File: src/rtl/uncFetchPkg.sv
package uncFetchPkg;

  localparam logic [1:0] MEM_TYPE_IO = 2'b10;

  localparam int CAUSE_ACCESS  = 1;
  localparam int CAUSE_ILLEGAL = 2;
  localparam int CAUSE_PAGE    = 12;

  typedef enum logic [2:0] {
    EXC_START_PERM,
    EXC_NEXT_PERM,
    EXC_BUS_FIRST,
    EXC_BUS_SECOND,
    EXC_ILLEGAL
  } excKindT;

  // strobes from control to datapath
  typedef struct packed {
    logic    capReq;
    logic    capLo;
    logic    capHi;
    logic    selHi;
    logic    setExc;
    excKindT excKind;
  } ctrlStrobeT;

  // conditions the datapath reports back to control
  typedef struct packed {
    logic startFault;
    logic isIo;
    logic crosses;
    logic nxtFault;
    logic rspZero;
    logic rspLong;
  } dpStatusT;

endpackage

File: src/rtl/uncFetchCtrl.sv
module uncFetchCtrl
  import uncFetchPkg::*;
(
  input  logic       clk,
  input  logic       rstN,
  input  logic       flush,
  input  logic       reqValid,
  output logic       reqReady,
  output logic       busReqValid,
  input  logic       busReqReady,
  output logic       busRspReady,
  input  logic       busRspValid,
  input  logic       busRspErr,
  output logic       outValid,
  input  logic       outReady,
  input  dpStatusT   stat,
  output ctrlStrobeT strobe
);

  typedef enum logic [2:0] {
    ST_IDLE, ST_CHECK, ST_REQ1, ST_WAIT1, ST_REQ2, ST_WAIT2, ST_RESP, ST_DRAIN
  } stateT;

  stateT state, stateNxt;

  always_ff @(posedge clk or negedge rstN) begin
    if (!rstN) state <= ST_IDLE;
    else       state <= stateNxt;
  end

  always_comb begin
    stateNxt    = state;
    strobe      = '0;
    reqReady    = 1'b0;
    busReqValid = 1'b0;
    busRspReady = 1'b0;
    outValid    = 1'b0;
    unique case (state)
      ST_IDLE: begin
        reqReady = !flush;
        if (reqValid && !flush) begin
          strobe.capReq = 1'b1;
          stateNxt      = ST_CHECK;
        end
      end
      ST_CHECK: begin
        if (flush) begin
          stateNxt = ST_IDLE;
        end else if (stat.startFault) begin
          strobe.setExc  = 1'b1;
          strobe.excKind = EXC_START_PERM;
          stateNxt       = ST_RESP;
        end else if (!stat.isIo) begin
          stateNxt = ST_IDLE;
        end else begin
          stateNxt = ST_REQ1;
        end
      end
      ST_REQ1, ST_REQ2: begin
        busReqValid  = 1'b1;
        strobe.selHi = (state == ST_REQ2);
        if (busReqReady) stateNxt = flush ? ST_DRAIN : ((state == ST_REQ2) ? ST_WAIT2 : ST_WAIT1);
        else if (flush)  stateNxt = ST_IDLE;
      end
      ST_WAIT1: begin
        busRspReady = 1'b1;
        if (flush) begin
          stateNxt = busRspValid ? ST_IDLE : ST_DRAIN;
        end else if (busRspValid) begin
          if (busRspErr) begin
            strobe.setExc  = 1'b1;
            strobe.excKind = EXC_BUS_FIRST;
            stateNxt       = ST_RESP;
          end else begin
            strobe.capLo = 1'b1;
            if (stat.rspZero) begin
              strobe.setExc  = 1'b1;
              strobe.excKind = EXC_ILLEGAL;
              stateNxt       = ST_RESP;
            end else if (!stat.rspLong) begin
              stateNxt = ST_RESP;
            end else if (stat.crosses && stat.nxtFault) begin
              strobe.setExc  = 1'b1;
              strobe.excKind = EXC_NEXT_PERM;
              stateNxt       = ST_RESP;
            end else begin
              stateNxt = ST_REQ2;
            end
          end
        end
      end
      ST_WAIT2: begin
        busRspReady = 1'b1;
        if (flush) begin
          stateNxt = busRspValid ? ST_IDLE : ST_DRAIN;
        end else if (busRspValid) begin
          if (busRspErr) begin
            strobe.setExc  = 1'b1;
            strobe.excKind = EXC_BUS_SECOND;
          end else begin
            strobe.capHi = 1'b1;
          end
          stateNxt = ST_RESP;
        end
      end
      ST_RESP: begin
        outValid = 1'b1;
        if (flush || outReady) stateNxt = ST_IDLE;
      end
      ST_DRAIN: begin
        busRspReady = 1'b1;
        if (busRspValid) stateNxt = ST_IDLE;
      end
      default: stateNxt = ST_IDLE;
    endcase
  end

endmodule

File: src/rtl/uncFetchData.sv
module uncFetchData
  import uncFetchPkg::*;
#(
  parameter int PC_W      = 32,
  parameter int PAGE_BITS = 12,
  parameter int CAUSE_W   = 4
) (
  input  logic               clk,
  input  logic               rstN,
  input  ctrlStrobeT         strobe,
  output dpStatusT           stat,
  input  logic [PC_W-1:0]    reqPc,
  input  logic [1:0]         curMemType,
  input  logic               curExec,
  input  logic               curPageFlt,
  input  logic               nxtExec,
  input  logic               nxtPageFlt,
  input  logic [15:0]        busRspData,
  output logic [PC_W-1:0]    busReqAddr,
  output logic [31:0]        outInstr,
  output logic               outIsRvc,
  output logic               outExcValid,
  output logic [CAUSE_W-1:0] outCause,
  output logic [PC_W-1:0]    outTval,
  output logic [PC_W-1:0]    outEpc
);

  localparam logic [PC_W-1:0] HALF_STEP = PC_W'(2);

  logic [PC_W-1:0]    pcR;
  logic [1:0]         memTypeR;   // full two bits, IO must not fold into normal
  logic               curExecR, curPageFltR, nxtExecR, nxtPageFltR;
  logic [15:0]        loR, hiR;
  logic               excR;
  logic [CAUSE_W-1:0] causeR, causeNew;
  logic [PC_W-1:0]    tvalR, tvalNew;
  logic [PC_W-1:0]    pcHi;
  logic               longR;

  assign pcHi  = pcR + HALF_STEP;
  assign longR = (loR[1:0] == 2'b11);

  always_ff @(posedge clk or negedge rstN) begin
    if (!rstN) begin
      pcR         <= '0;
      memTypeR    <= '0;
      curExecR    <= 1'b0;
      curPageFltR <= 1'b0;
      nxtExecR    <= 1'b0;
      nxtPageFltR <= 1'b0;
      loR         <= '0;
      hiR         <= '0;
      excR        <= 1'b0;
      causeR      <= '0;
      tvalR       <= '0;
    end else begin
      if (strobe.capReq) begin
        pcR         <= {reqPc[PC_W-1:1], 1'b0};
        memTypeR    <= curMemType;
        curExecR    <= curExec;
        curPageFltR <= curPageFlt;
        nxtExecR    <= nxtExec;
        nxtPageFltR <= nxtPageFlt;
        loR         <= '0;
        hiR         <= '0;
        excR        <= 1'b0;
        causeR      <= '0;
        tvalR       <= '0;
      end
      if (strobe.capLo) loR <= busRspData;
      if (strobe.capHi) hiR <= busRspData;
      if (strobe.setExc) begin
        excR   <= 1'b1;
        causeR <= causeNew;
        tvalR  <= tvalNew;
      end
    end
  end

  // cause and trap value; the start PC register is never overwritten
  always_comb begin
    causeNew = CAUSE_W'(CAUSE_ACCESS);
    tvalNew  = pcR;
    unique case (strobe.excKind)
      EXC_START_PERM: causeNew = curPageFltR ? CAUSE_W'(CAUSE_PAGE) : CAUSE_W'(CAUSE_ACCESS);
      EXC_NEXT_PERM: begin
        causeNew = nxtPageFltR ? CAUSE_W'(CAUSE_PAGE) : CAUSE_W'(CAUSE_ACCESS);
        tvalNew  = pcHi;
      end
      EXC_BUS_FIRST:  causeNew = CAUSE_W'(CAUSE_ACCESS);
      EXC_BUS_SECOND: tvalNew  = pcHi;
      EXC_ILLEGAL: begin
        causeNew = CAUSE_W'(CAUSE_ILLEGAL);
        tvalNew  = '0;
      end
      default: ;
    endcase
  end

  assign stat.startFault = !curExecR;
  assign stat.isIo       = (memTypeR == MEM_TYPE_IO);
  assign stat.crosses    = &pcR[PAGE_BITS-1:1];
  assign stat.nxtFault   = !nxtExecR;
  assign stat.rspZero    = (busRspData == 16'h0000);
  assign stat.rspLong    = (busRspData[1:0] == 2'b11);

  assign busReqAddr  = strobe.selHi ? pcHi : pcR;
  assign outInstr    = longR ? {hiR, loR} : {16'h0000, loR};
  assign outIsRvc    = !longR;
  assign outExcValid = excR;
  assign outCause    = causeR;
  assign outTval     = tvalR;
  assign outEpc      = pcR;

endmodule

File: src/rtl/uncFetchUnit.sv
module uncFetchUnit
  import uncFetchPkg::*;
#(
  parameter int PC_W      = 32,
  parameter int PAGE_BITS = 12,
  parameter int CAUSE_W   = 4
) (
  input  logic               clk,
  input  logic               rstN,
  input  logic               flush,
  input  logic               reqValid,
  output logic               reqReady,
  input  logic [PC_W-1:0]    reqPc,
  input  logic [1:0]         curMemType,
  input  logic               curExec,
  input  logic               curPageFlt,
  input  logic               nxtExec,
  input  logic               nxtPageFlt,
  output logic               busReqValid,
  input  logic               busReqReady,
  output logic [PC_W-1:0]    busReqAddr,
  input  logic               busRspValid,
  output logic               busRspReady,
  input  logic [15:0]        busRspData,
  input  logic               busRspErr,
  output logic               outValid,
  input  logic               outReady,
  output logic [31:0]        outInstr,
  output logic               outIsRvc,
  output logic               outExcValid,
  output logic [CAUSE_W-1:0] outCause,
  output logic [PC_W-1:0]    outTval,
  output logic [PC_W-1:0]    outEpc
);

  ctrlStrobeT strobe;
  dpStatusT   stat;

  uncFetchCtrl u_ctrl (
    .clk         (clk),
    .rstN        (rstN),
    .flush       (flush),
    .reqValid    (reqValid),
    .reqReady    (reqReady),
    .busReqValid (busReqValid),
    .busReqReady (busReqReady),
    .busRspReady (busRspReady),
    .busRspValid (busRspValid),
    .busRspErr   (busRspErr),
    .outValid    (outValid),
    .outReady    (outReady),
    .stat        (stat),
    .strobe      (strobe)
  );

  uncFetchData #(
    .PC_W      (PC_W),
    .PAGE_BITS (PAGE_BITS),
    .CAUSE_W   (CAUSE_W)
  ) u_data (
    .clk         (clk),
    .rstN        (rstN),
    .strobe      (strobe),
    .stat        (stat),
    .reqPc       (reqPc),
    .curMemType  (curMemType),
    .curExec     (curExec),
    .curPageFlt  (curPageFlt),
    .nxtExec     (nxtExec),
    .nxtPageFlt  (nxtPageFlt),
    .busRspData  (busRspData),
    .busReqAddr  (busReqAddr),
    .outInstr    (outInstr),
    .outIsRvc    (outIsRvc),
    .outExcValid (outExcValid),
    .outCause    (outCause),
    .outTval     (outTval),
    .outEpc      (outEpc)
  );

endmodule

File: config.mk
export PLATFORM = sky130hd
export DESIGN_NAME = uncFetchUnit
export DESIGN_NICKNAME = d
export VERILOG_FILES = /design/src/rtl/uncFetchPkg.sv /design/src/rtl/uncFetchCtrl.sv /design/src/rtl/uncFetchData.sv /design/src/rtl/uncFetchUnit.sv
export SDC_FILE = /design/constraint.sdc
export NUM_CORES = 1
export LEC_CHECK = 0
export ABC_AREA = 1
export BUFFER_PORTS_ARGS = -buffer_cell sky130_fd_sc_hd__buf_4
export CORE_ASPECT_RATIO = 1.1
export CORE_UTILIZATION = 52
export CTS_BUF_LIST = sky130_fd_sc_hd__clkbuf_16
export DETAILED_ROUTE_END_ITERATION = 7
export PLACE_DENSITY_LB_ADDON = 0.05
export RECOVER_POWER = 50
export SETUP_SLACK_MARGIN = 0.3
export SLEW_MARGIN = 20
export SYNTH_ARGS = -nofsm -noshare
export SYNTH_HDL_FRONTEND = slang
export SYNTH_SLANG_ARGS = --single-unit
File: constraint.sdc
create_clock -name clk -period 1.9 [get_ports clk]
set_input_delay 0 -clock clk [delete_from_list [all_inputs] [get_ports clk]]
set_output_delay 0 -clock clk [all_outputs]
set_load 0.05 [all_outputs]
==> results.yml, run 1 <==
die:
  start_util: 0.533
  die_y_um: 118
  io_pins: 200
  die_w_um: 108
  rows: 42
clock_network:
  cts.sinks: 107
  htree_levels: 3
  cts_made_buffers: 9
  cts_root_buf: "clkbuf_16"
  clk_path_buf_depth: 2
synthesis:
  synth_top_family_by_area: "simple AND/OR/NAND/NOR gates"
  yosys_warnings: 0
  synth_compound_area_frac: 0.0888
  synth_seq_area_share: 0.418
  yosysUniqueCellTypes: 33
  synthTopCellsByArea: "dfrtp_1 (42%), nand2_1 (20%), o21ai_0 (6.2%)"
  synthCells: 930
  yosys.area_share.adder: 0.00195
  synth.area.mux_share: 0
  yosys.area_share.simple: 0.369
  syn_avg_cell_area_um2: 6.89
  synth_top_area_share: 0.418
  ys_ff_latch: 107
  synth_xor_area_frac: 0.0178
  yosysTopAreaCell: "dfrtp_1"
  mappedNetlistArea_mm2: 0.00641
placement:
  gp_congestion: 0.928
  placed_area_mm2: 0.00853
  dp_cells: 1259
  io_buffers: 195
  dp_hpwl_um: 14800
timing:
  postGrtWorstEndpoint: "busReqAddr[11]"
  worst-endpoint-pin-kind: "output port"
status:
  status: "stopped before the end"
  lastStage: "5_1_grt"
  tool.error: "[ERROR DPL-0038] Utilization greater than 100%, impossible to legalize"
global_route:
  grt_max_degree: 38
## through the flow
stage / util / setup WS, ns
global placement: 0.709 / 0.106
CTS: 0.870 / 0.0344
floorplan: - / 0.103
detailed placement: 0.709 / 0.0832
## cell families after synthesis
group	Yosys count
compound gates	107
xor+xnor	13
fa+ha+maj	1
buf+inv	151
flops	107
other cells	1
simple gates	550
## synth_stat cells
| master | n |
|---|---|
| nor4_1 | 1 |
| nand2_2 | 3 |
| o22ai_1 | 17 |
| dfrtp_1 | 107 |
| or2_1 | 1 |
| o21ai_0 | 80 |
| o21ai_2 | 1 |
| nor3_1 | 3 |
| buf_4 | 12 |
| nor2_4 | 2 |
| buf_6 | 6 |
| inv_2 | 6 |
| nand4_1 | 35 |
| a21boi_2 | 1 |
| nor2_1 | 81 |
| nand2_4 | 2 |
| nor2_2 | 4 |
| o211ai_1 | 1 |
| nand3_4 | 2 |
| nand3_1 | 71 |
| buf_1 | 1 |
| nand4_2 | 1 |
| buf_2 | 11 |
| o21ai_1 | 3 |
| conb_1 | 1 |
| ha_1 | 1 |
| a21oi_1 | 4 |
| and2b_1 | 1 |
| nand3_2 | 4 |
| inv_1 | 98 |
| nand2_1 | 339 |
| xor2_1 | 13 |
| clkbuf_1 | 17 |
## what timing repair did
item                       in CTS
cloned                          8
pin swaps                      38
setup endpoints to repair     122
gates resized for setup       145
hold buffers                   54
setup buffers                  55
hold endpoints to repair      136
==> run 2, diff against run 1 <==
Settings changed: CORE_ASPECT_RATIO 1.1 to not set, CORE_UTILIZATION 52 to 40, CTS_BUF_LIST sky130_fd_sc_hd__clkbuf_16 to not set, PLACE_DENSITY_LB_ADDON 0.05 to 0.15, SETUP_SLACK_MARGIN 0.3 to not set.
==> run 2 against run 1 <==
Against the previous run:
- the flow now finishes, with violations (negative setup slack)
- synthesized cell count unchanged
- synthesized area unchanged
==> results.yml, run 2 <==
finish:
  final_nets: 1290
  final_cell_mix: "nand2_1 (295), buf_4 (182), inv_1 (92)"
  post_layout_nonfiller_instances: 1443
  syn2layout_area_growth_pct: 56.9
  layout_commonest_cell: "nand2_1"
  drive_gt1_frac: 0.343
  antenna_cells: 0
timing:
  post-route-period-util: 1.03
  slew_headroom: 0.330
  maxSlewViolCount: 0
  finalHoldViolCount: 0
  fin_worst_hold_slack_ns: 0.0646
  fmax_ghz: 0.511
  period_minus_slack_ns: 1.96
  fin_worst_skew_ns: 0.00674
  timing.final.ws_setup_ns: -0.0566
  tightest_slew_ns: 1.01
  finalSetupViolations: 19
  rsz0062_at_grt: "true"
die:
  core-area_mm2: 0.0154
  die-area_mm2: 0.0165
  rows: 45
  die_w_um: 129
  start_util: 0.415
  io_pins: 200
  die_y_um: 129
worst_setup_path:
  critPathLaunchType: "register"
  worstPathArrival_ns: 1.96
  criticalPathCategory: "reg2out"
  cp-end-kind: "output pin"
  critPathMaxFanout: 5
  worstPathRequired_ns: 1.90
clock_network:
  cts_tree: "built"
  cts_made_buffers: 9
  clk_path_buf_depth: 2
  clk_pin_slew_ns: 0.08
  cts_root_buf: "clkbuf_16"
  clk_latency_ns: 0.37
  htree_levels: 3
  cts.sinks: 107
global_route:
  grt_max_degree: 41
  grt_pass1_vias: 6901
  antenna_found_initial: 0
  grt_overflow: 0
  grt_use_total: 0.282
  grt_pass1_wl_um: 35600
synthesis:
  synth_edf_count: 0
  synth_top_area_share: 0.418
  synthTopCellsByArea: "dfrtp_1 (42%), nand2_1 (20%), o21ai_0 (6.2%)"
  yosysTopAreaCell: "dfrtp_1"
  synth-async-reset-ratio: 1.00
  syn_avg_cell_area_um2: 6.89
  yosys_warnings: 0
  yosysUniqueCellTypes: 33
  yosys-top-cells-count: "nand2_1 (339), dfrtp_1 (107), inv_1 (98)"
  synth-main-ff-cell: "dfrtp_1"
  synthCells: 930
  synth_most_common_cell: "nand2_1"
  ys_ff_latch: 107
  mappedNetlistArea_mm2: 0.00641
  synth_seq_area_share: 0.418
route:
  firstDrtPassIters: 5
  wire_per_inst_um: 16.7
  post-route-drc-count: 0
  vias: 7456
  drt_iter0_drc: 396
  wl_um: 24000
  ant_nets: 0
  avgViaCountPerCell: 5.17
placement:
  place_worst_setup_slack_ns: -0.0395
  gp_congestion: 0.882
  dp_cells: 1338
  dp_hpwl_um: 15700
  io_buffers: 195
status:
  failed_checks: "negative setup slack"
  status: "finished, violations left"
pwr:
  clkPwrFrac: 0.113
  power_density_mw_per_mm2: 1650
  p_leak_nw: 4.91
  peakVddDrop_uv: 839
  p_switching_mw: 9.10
  swShare: 0.550
  p_seq_frac: 0.234
  internal-power_mw: 7.44
  comb_power_share: 0.653
worst_hold_path:
  hp-class: "in2reg"
run:
  maxCapViolCount: 0
## run 2: cell counts after synthesis
Identical to the previous run, type by type.
## run 2: power by group through the flow
stage	Clock, mW	Sequential [mW]	Combinational [mW]
final	1.87	3.87	10.8
after global routing	1.98	3.97	11.4
after CTS	1.91	3.80	10.3
after detailed placement	0	3.80	9.65
after global placement	0	3.81	9.58
after floorplan	0	5.99	4.37
## run 2: cell families after synthesis
group / after synthesis / share of synthesized area
AOI/OAI and AO/OA: 107 / 0.0888
xor gates and xnor gates: 13 / 0.0178
adders and majority gates: 1 / 0.00195
buffers and inverters: 151 / 0.105
DFF: 107 / 0.418
other: 1 / 0.000585
and+or+nand+nor: 550 / 0.369
## run 2: path summary, 6_finish.rpt
path,start,endpoint,slack (ns),cells past startpoint
setup / recovery,u_data.outEpc[9],busReqAddr[22],-0.06,10
hold / removal,busReqReady,u_ctrl.state[0],0.06,5
setup reg to reg,u_data.outEpc[9],u_data.outTval[18],-0.06,11
hold reg to reg,u_data.outTval[29],u_data.outTval[29],0.48,2
max in group asynchronous,rstN,u_data.outEpc[28],0.36,3
min in group asynchronous,rstN,u_data.outTval[24],0.35,2
## run 2: through the flow
stage / TNS, ns / instance area, µm² / util / power (mW)
2_1_floorplan: -1.61 / 6560 / - / 10.4
3_3_place_gp: 0 / 8410 / 0.545 / 13.4
3_5_place_dp: -0.590 / 8410 / 0.545 / 13.5
4_1_cts: -0.146 / 9590 / 0.622 / 16.0
5_1_grt: -4.48 / 10100 / 0.652 / 17.4
6_report: -0.415 / 10100 / 0.652 / 16.5
## run 2: routing by layer
metal,up-vias,wire length (µm),track usage
met1,3510,9780,0.358
met3,50,1810,0.0611
met4,0,717,0.0934
met2,341,11700,0.476
li1,3555,-,-
met5,-,0,0
## run 2: layout make-up
type / count / area [µm²]
Clock buffer: 9 / 225
Clock inverter: 7 / 63.8
Fill cell: 1417 / 5370
Inverter: 104 / 399
Multi-Input combinational cell: 676 / 3700
Sequential cell: 107 / 2700
Tap cell: 211 / 264
Timing Repair Buffer: 329 / 2710
## run 2: repair_timing
action                                 4_1_cts  5_1_grt
gates cloned                                 1        3
hold buffers                                54        0
pin swaps                                   13       37
endpoints found under the hold margin      103        0
buffers inserted                            10       21
setup endpoints to repair                   61      108
gates resized for setup                     84      120
## run 2: worst max-delay path, stage by stage (launching register included)
cell	delay [ns]
dfrtp_1	0.39
buf_6	0.15
nand2_4	0.07
nor2_4	0.14
inv_2	0.06
nor2_4	0.23
nand4_1	0.12
nand2_1	0.10
nand2_1	0.07
o21ai_2	0.08
buf_6	0.18
(Power assumes the default switching activity.)
==> run 3, diff against run 2 <==
--- a/config.mk
+++ b/config.mk
@@ -9,2 +9,3 @@
 export BUFFER_PORTS_ARGS = -buffer_cell sky130_fd_sc_hd__buf_4
+export CAP_MARGIN = 5
 export CORE_UTILIZATION = 40
==> constraint.sdc (replaced) <==
create_clock -name clk -period 1.9 [get_ports clk]
set_input_delay 0.38 -clock clk [delete_from_list [all_inputs] [get_ports clk]]
set_output_delay 0.38 -clock clk [all_outputs]
set_load 0.05 [all_outputs]
==> run 3 against run 2 <==
Against the previous run:
- the run still ends with negative setup slack left
- combinational power grew 16%
- first-iteration DRC count grew 65%
- register-to-register slack worse by 0.28 ns
- setup slack lost 0.55 ns
- global-route usage is 1.2 points higher
- routed wire length increased by 15%
- final area increased by 10%
- via count increased by 7.1%
- sequential power grew 2%
- highest routed layer unchanged
==> results.yml, run 3 (synthesized netlist as in run 2, its figures left out) <==
status:
  status: "finished, violations left"
  failed_checks: "negative setup slack"
timing:
  finalSetupViolations: 50
  finalHoldViolCount: 0
  rsz0062_at_grt: "true"
  timing.final.ws_setup_ns: -0.603
  slew_headroom: 0.384
  maxSlewViolCount: 0
  tightest_slew_ns: 0.924
  period_minus_slack_ns: 2.50
  post-route-period-util: 1.32
  fmax_ghz: 0.399
  fin_worst_skew_ns: 0.0105
route:
  firstDrtPassIters: 5
  avgViaCountPerCell: 5.44
  wl_um: 27700
  post-route-drc-count: 0
  vias: 7982
  drt_iter0_drc: 654
  ant_nets: 0
  wire_per_inst_um: 18.9
worst_setup_path:
  slowest_stage: "dfrtp_2"
  crit_end: "busReqAddr[22]"
  r2r_end: "u_data.outTval[9]"
  worstPathRequired_ns: 1.52
  criticalPathCategory: "reg2out"
  worstPathCellList: "nand2_2 -> nor2_4 -> inv_2 -> nor2_4 -> nand4_1 -> nand2_1 -> nand2_1 -> o21ai_2 -> buf_6"
  worstPathArrival_ns: 2.12
  worstReg2RegStart: "u_data.outEpc[9]"
  critPathLaunchType: "register"
  cp-end-kind: "output pin"
  crit_start: "u_data.outEpc[6]"
  cpPeakStageDelay_ns: 0.43
  r2r_cells: 15
  r2r_slack_ns: -0.34
  critPathMaxFanout: 5
die:
  die_y_um: 129
  start_util: 0.415
  core-area_mm2: 0.0154
  die_w_um: 129
  io_pins: 200
  rows: 45
  die-area_mm2: 0.0165
finish:
  layout_commonest_cell: "nand2_1"
  syn2layout_area_growth_pct: 72.8
  final_nets: 1315
  drive_gt1_frac: 0.469
  antenna_cells: 0
  final_cell_mix: "nand2_1 (258), buf_4 (235), inv_1 (92)"
clock_network:
  cts.sinks: 107
  htree_levels: 3
  clk_path_buf_depth: 2
  clk_latency_ns: 0.37
  cts_root_buf: "clkbuf_16"
  clk_pin_slew_ns: 0.09
  cts_tree: "built"
  cts_made_buffers: 9
placement:
  place_worst_setup_slack_ns: -0.205
  dp_hpwl_um: 15800
  io_buffers: 195
  gp_congestion: 0.923
pwr:
  p_leak_nw: 5.39
  clkPwrFrac: 0.106
  peakVddDrop_uv: 779
  p_seq_frac: 0.214
  p_switching_mw: 9.97
  finalPower_mw: 18.3
  swShare: 0.544
  internal-power_mw: 8.37
  comb_power_share: 0.680
  power_density_mw_per_mm2: 1660
worst_hold_path:
  hp-class: "in2reg"
  min-delay-start: "curMemType[0]"
global_route:
  grt_use_total: 0.294
  grt_pass1_vias: 7224
  antenna_found_initial: 0
  grt_overflow: 0
  grt_max_degree: 70
  grt_pass1_wl_um: 37300
run:
  maxCapViolCount: 0
[run 3: repair_timing]
| item | in CTS | in global routing |
|---|---|---|
| buffers inserted | 35 | 24 |
| cloned | 4 | 9 |
| pin swaps | 44 | 62 |
| endpoints found under the setup margin | 66 | 125 |
| endpoints found under the hold margin | 21 | 0 |
| hold buffers | 1 | 0 |
| gates resized for setup | 143 | 126 |
[run 3: worst min-delay path by stage]
stage	endpoint	slack (ns)	depth (start not counted)
2_1_floorplan	u_ctrl.state[0]	0.08	0
3_3_place_gp	u_data.outTval[23]	0.37	1
3_5_place_dp	u_data.outEpc[26]	0.38	1
4_1_cts	u_data.nxtExecR	0.20	3
5_1_grt	u_data.outEpc[2]	0.21	3
6_report	u_data.memTypeR[0]	0.20	3
[run 3: power groups by stage]
stage	combinational (mW)	sequential [mW]	clock [mW]
floorplan	4.63	6.09	0
global placement	10.3	3.86	0
detailed placement	10.4	3.86	0
CTS	11.7	3.84	1.95
global route	13.0	4.00	2.04
finish	12.5	3.93	1.94
[run 3: cell type report]
type | count | area [µm²]
repair buffers | 355 | 3210
fillers | 1185 | 4350
clock inverters | 7 | 67.6
well taps | 211 | 264
flip-flops and latches | 107 | 2710
multi-input cells | 675 | 4180
clock buffers | 9 | 225
inverters | 104 | 413
[run 3: per-layer routing]
layer | track usage | part of all wire | wire [µm]
met2 | 0.494 | 0.47 | 13100
met5 | 0 | 0 | 0
met3 | 0.0744 | 0.097 | 2700
met4 | 0.117 | 0.053 | 1480
met1 | 0.362 | 0.38 | 10500
[run 3: critical path, delay by kind of cell (launching register included)]
kind / cells / cell delay (ns)
buf+inv: 2 / 0.25
flops: 1 / 0.43
compound gates: 1 / 0.09
simple gates: 6 / 0.96
[run 3: through the flow]
| step | area (µm²) | instances | utilization | TNS [ns] | hold WS [ns] |
|---|---|---|---|---|---|
| 2_1_floorplan | 6840 | 932 | - | -2.26 | 0.0844 |
| 3_3_place_gp | 9190 | 1390 | 0.595 | -5.57 | 0.371 |
| 3_5_place_dp | 9190 | 1390 | 0.595 | -6.86 | 0.376 |
| 4_1_cts | 10400 | 1444 | 0.677 | -11.25 | 0.202 |
| 5_1_grt | 11100 | 1468 | 0.718 | -17.48 | 0.211 |
| 6_report | 11100 | 1468 | 0.718 | -13.14 | 0.202 |
==> run 4, diff against run 3 <==
Clock period 1.9 ns to 2.7 ns, I/O delays scaled along.
==> run 4 against run 3 <==
Against the previous run:
- clock power fell by 18%
- the flow now finishes without violations
- count of clock-buffer cells in the layout unchanged
- utilization is 18 points lower
- first-iteration DRC count decreased by 28%
- power decreased by 43%
- hold slack better by 0.18 ns
- sequential power is 30% lower
- final cell count fell by 9.5%
- setup slack better by 0.72 ns
- final area fell by 25%
- highest routed layer unchanged
- critical endpoint is now busReqAddr[20]
- clock skew shrank 0.0025 ns
==> results.yml, run 4 (synthesized netlist as in run 2, its figures left out) <==
status:
  status: "complete, no violations"
placement:
  gp_congestion: 0.927
  io_buffers: 195
  place_worst_setup_slack_ns: 0.294
  dp_hpwl_um: 15300
finish:
  final_cell_mix: "nand2_1 (338), buf_4 (158), inv_1 (98), dfrtp_1 (98), nor2_1 (74)"
  syn2layout_area_growth_pct: 29.0
  nFillCells: 1641
  drive_gt1_frac: 0.204
  final_nets: 1176
  antenna_cells: 0
  layout_commonest_cell: "nand2_1"
timing:
  period_minus_slack_ns: 2.59
  finalSetupViolations: 0
  rsz0062_at_grt: "true"
  finalHoldViolCount: 0
  fin_worst_skew_ns: 0.00794
  maxSlewViolCount: 0
  setup_tns_ns: 0
  tightest_slew_ns: 1.46
  post-route-period-util: 0.958
  timing.final.ws_setup_ns: 0.112
  slew_headroom: 0.0246
  fmax_ghz: 0.386
worst_setup_path:
  cp-end-kind: "output pin"
  crit_buf_inv: 2
  cpPeakStageDelay_ns: 0.44
  criticalPathCategory: "reg2out"
  worstPathCellList: "nand2_1 -> nor2_1 -> inv_1 -> nor2_4 -> nand3_1 -> nand2_1 -> nand2_1 -> nand2_1 -> o21ai_0 -> buf_4"
  critPathMaxFanout: 6
  worstPathRequired_ns: 2.16
  worstPathArrival_ns: 2.05
  cpMostUsedCell: "nand2_1"
  cp_top_family: "simple AND/OR/NAND/NOR gates"
  critPathLaunchType: "register"
  slowest_stage: "dfrtp_1"
pwr:
  p_switching_mw: 5.83
  internal-power_mw: 4.69
  p_seq_frac: 0.262
  clkPwrFrac: 0.151
  peakVddDrop_uv: 631
  swShare: 0.554
  p_leak_nw: 4.13
  comb_power_share: 0.587
  power_density_mw_per_mm2: 1270
clock_network:
  ctsHoldBuffers: 0
  cts.sinks: 107
  cts_root_buf: "clkbuf_16"
  cts_made_buffers: 9
  cts_tree: "built"
  htree_levels: 3
  clk_pin_slew_ns: 0.08
  clk_latency_ns: 0.36
  clk_path_buf_depth: 2
route:
  firstDrtPassIters: 5
  post-route-drc-count: 0
  avgViaCountPerCell: 5.03
  vias: 6680
  wl_um: 20800
  wire_per_inst_um: 15.6
  ant_nets: 0
  drt_iter0_drc: 473
worst_hold_path:
  hp-class: "in2reg"
global_route:
  grt_max_degree: 58
  grt_overflow: 0
  grt_pass1_wl_um: 32500
  grt_pass1_vias: 6186
  grt_use_total: 0.256
  antenna_found_initial: 0
run:
  maxCapViolCount: 0
die:
  rows: 45
  die-area_mm2: 0.0165
  die_y_um: 129
  core-area_mm2: 0.0154
  io_pins: 200
  die_w_um: 129
  start_util: 0.415
==> run 4: changes by cell type in the layout (fill, tap and decap cells not counted), moves of 22 or more <==
cell,delta
buf_4,-77
clkbuf_1,+22
nand2_2,-56
nor2_1,+41
buf_6,-47
nand2_1,+80
nand2_4,-24
nor2_4,-35
==> run 4: power groups by stage <==
stage	logic, mW	registers [mW]	clock network (mW)
floorplan	2.91	4.20	0
global placement	6.32	2.76	0
detailed placement	6.36	2.77	0
CTS	6.38	2.74	1.61
global route	6.60	2.84	1.66
finish	6.18	2.75	1.59
==> run 4: final timing paths <==
kind                               startpoint                  to  slack (ns)  cells after the start
setup / recovery             u_data.outEpc[9]      busReqAddr[20]        0.11                     10
hold / removal                       reqPc[1]    u_data.outEpc[1]        0.38                      3
setup reg to reg             u_data.outEpc[1]  u_data.outTval[28]        0.33                     10
hold reg to reg            u_data.outCause[1]  u_data.outCause[1]        0.48                      2
max in group asynchronous                rstN    u_data.outEpc[1]        0.51                      2
min in group asynchronous                rstN   u_data.outEpc[24]        0.51                      1
==> run 4: layout make-up <==
type,count,area (µm²),area share
repair buffers,217,1430,0.173
multi-input cells,674,3140,0.379
inverters,104,390,0.0472
clock buffers,9,225,0.0272
well taps,211,264,0.0319
clock inverters,7,133,0.0160
flip-flops and latches,107,2690,0.325
==> run 4: tightest hold or removal path: stages <==
cell and delay (ns):
buf_4 0.07, nand2_1 0.04, o21ai_0 0.05
==> run 4: layer usage <==
layer	GRT usage	vias to the layer above	share of wire
met5	0	-	0
met4	0.0789	0	0.016
met3	0.0449	21	0.074
met2	0.431	255	0.48
met1	0.336	3079	0.43
li1	-	3325	-
==> run 4: repair_timing <==
action	in CTS	in global routing
pin swaps	0	2
setup endpoints to repair	5	17
gates resized for setup	3	19
buffers inserted	0	2
==> run 4: per-stage QoR <==
stage / utilization / instance area, µm² / hold WS, ns / cells / power [mW]
after floorplan: - / 6440 / 0.244 / 932 / 7.11
after global placement: 0.523 / 8060 / 0.466 / 1311 / 9.08
after detailed placement: 0.523 / 8060 / 0.467 / 1311 / 9.13
after CTS: 0.546 / 8430 / 0.0916 / 1327 / 10.7
after global routing: 0.536 / 8270 / 0.387 / 1329 / 11.1
final: 0.536 / 8270 / 0.377 / 1329 / 10.5
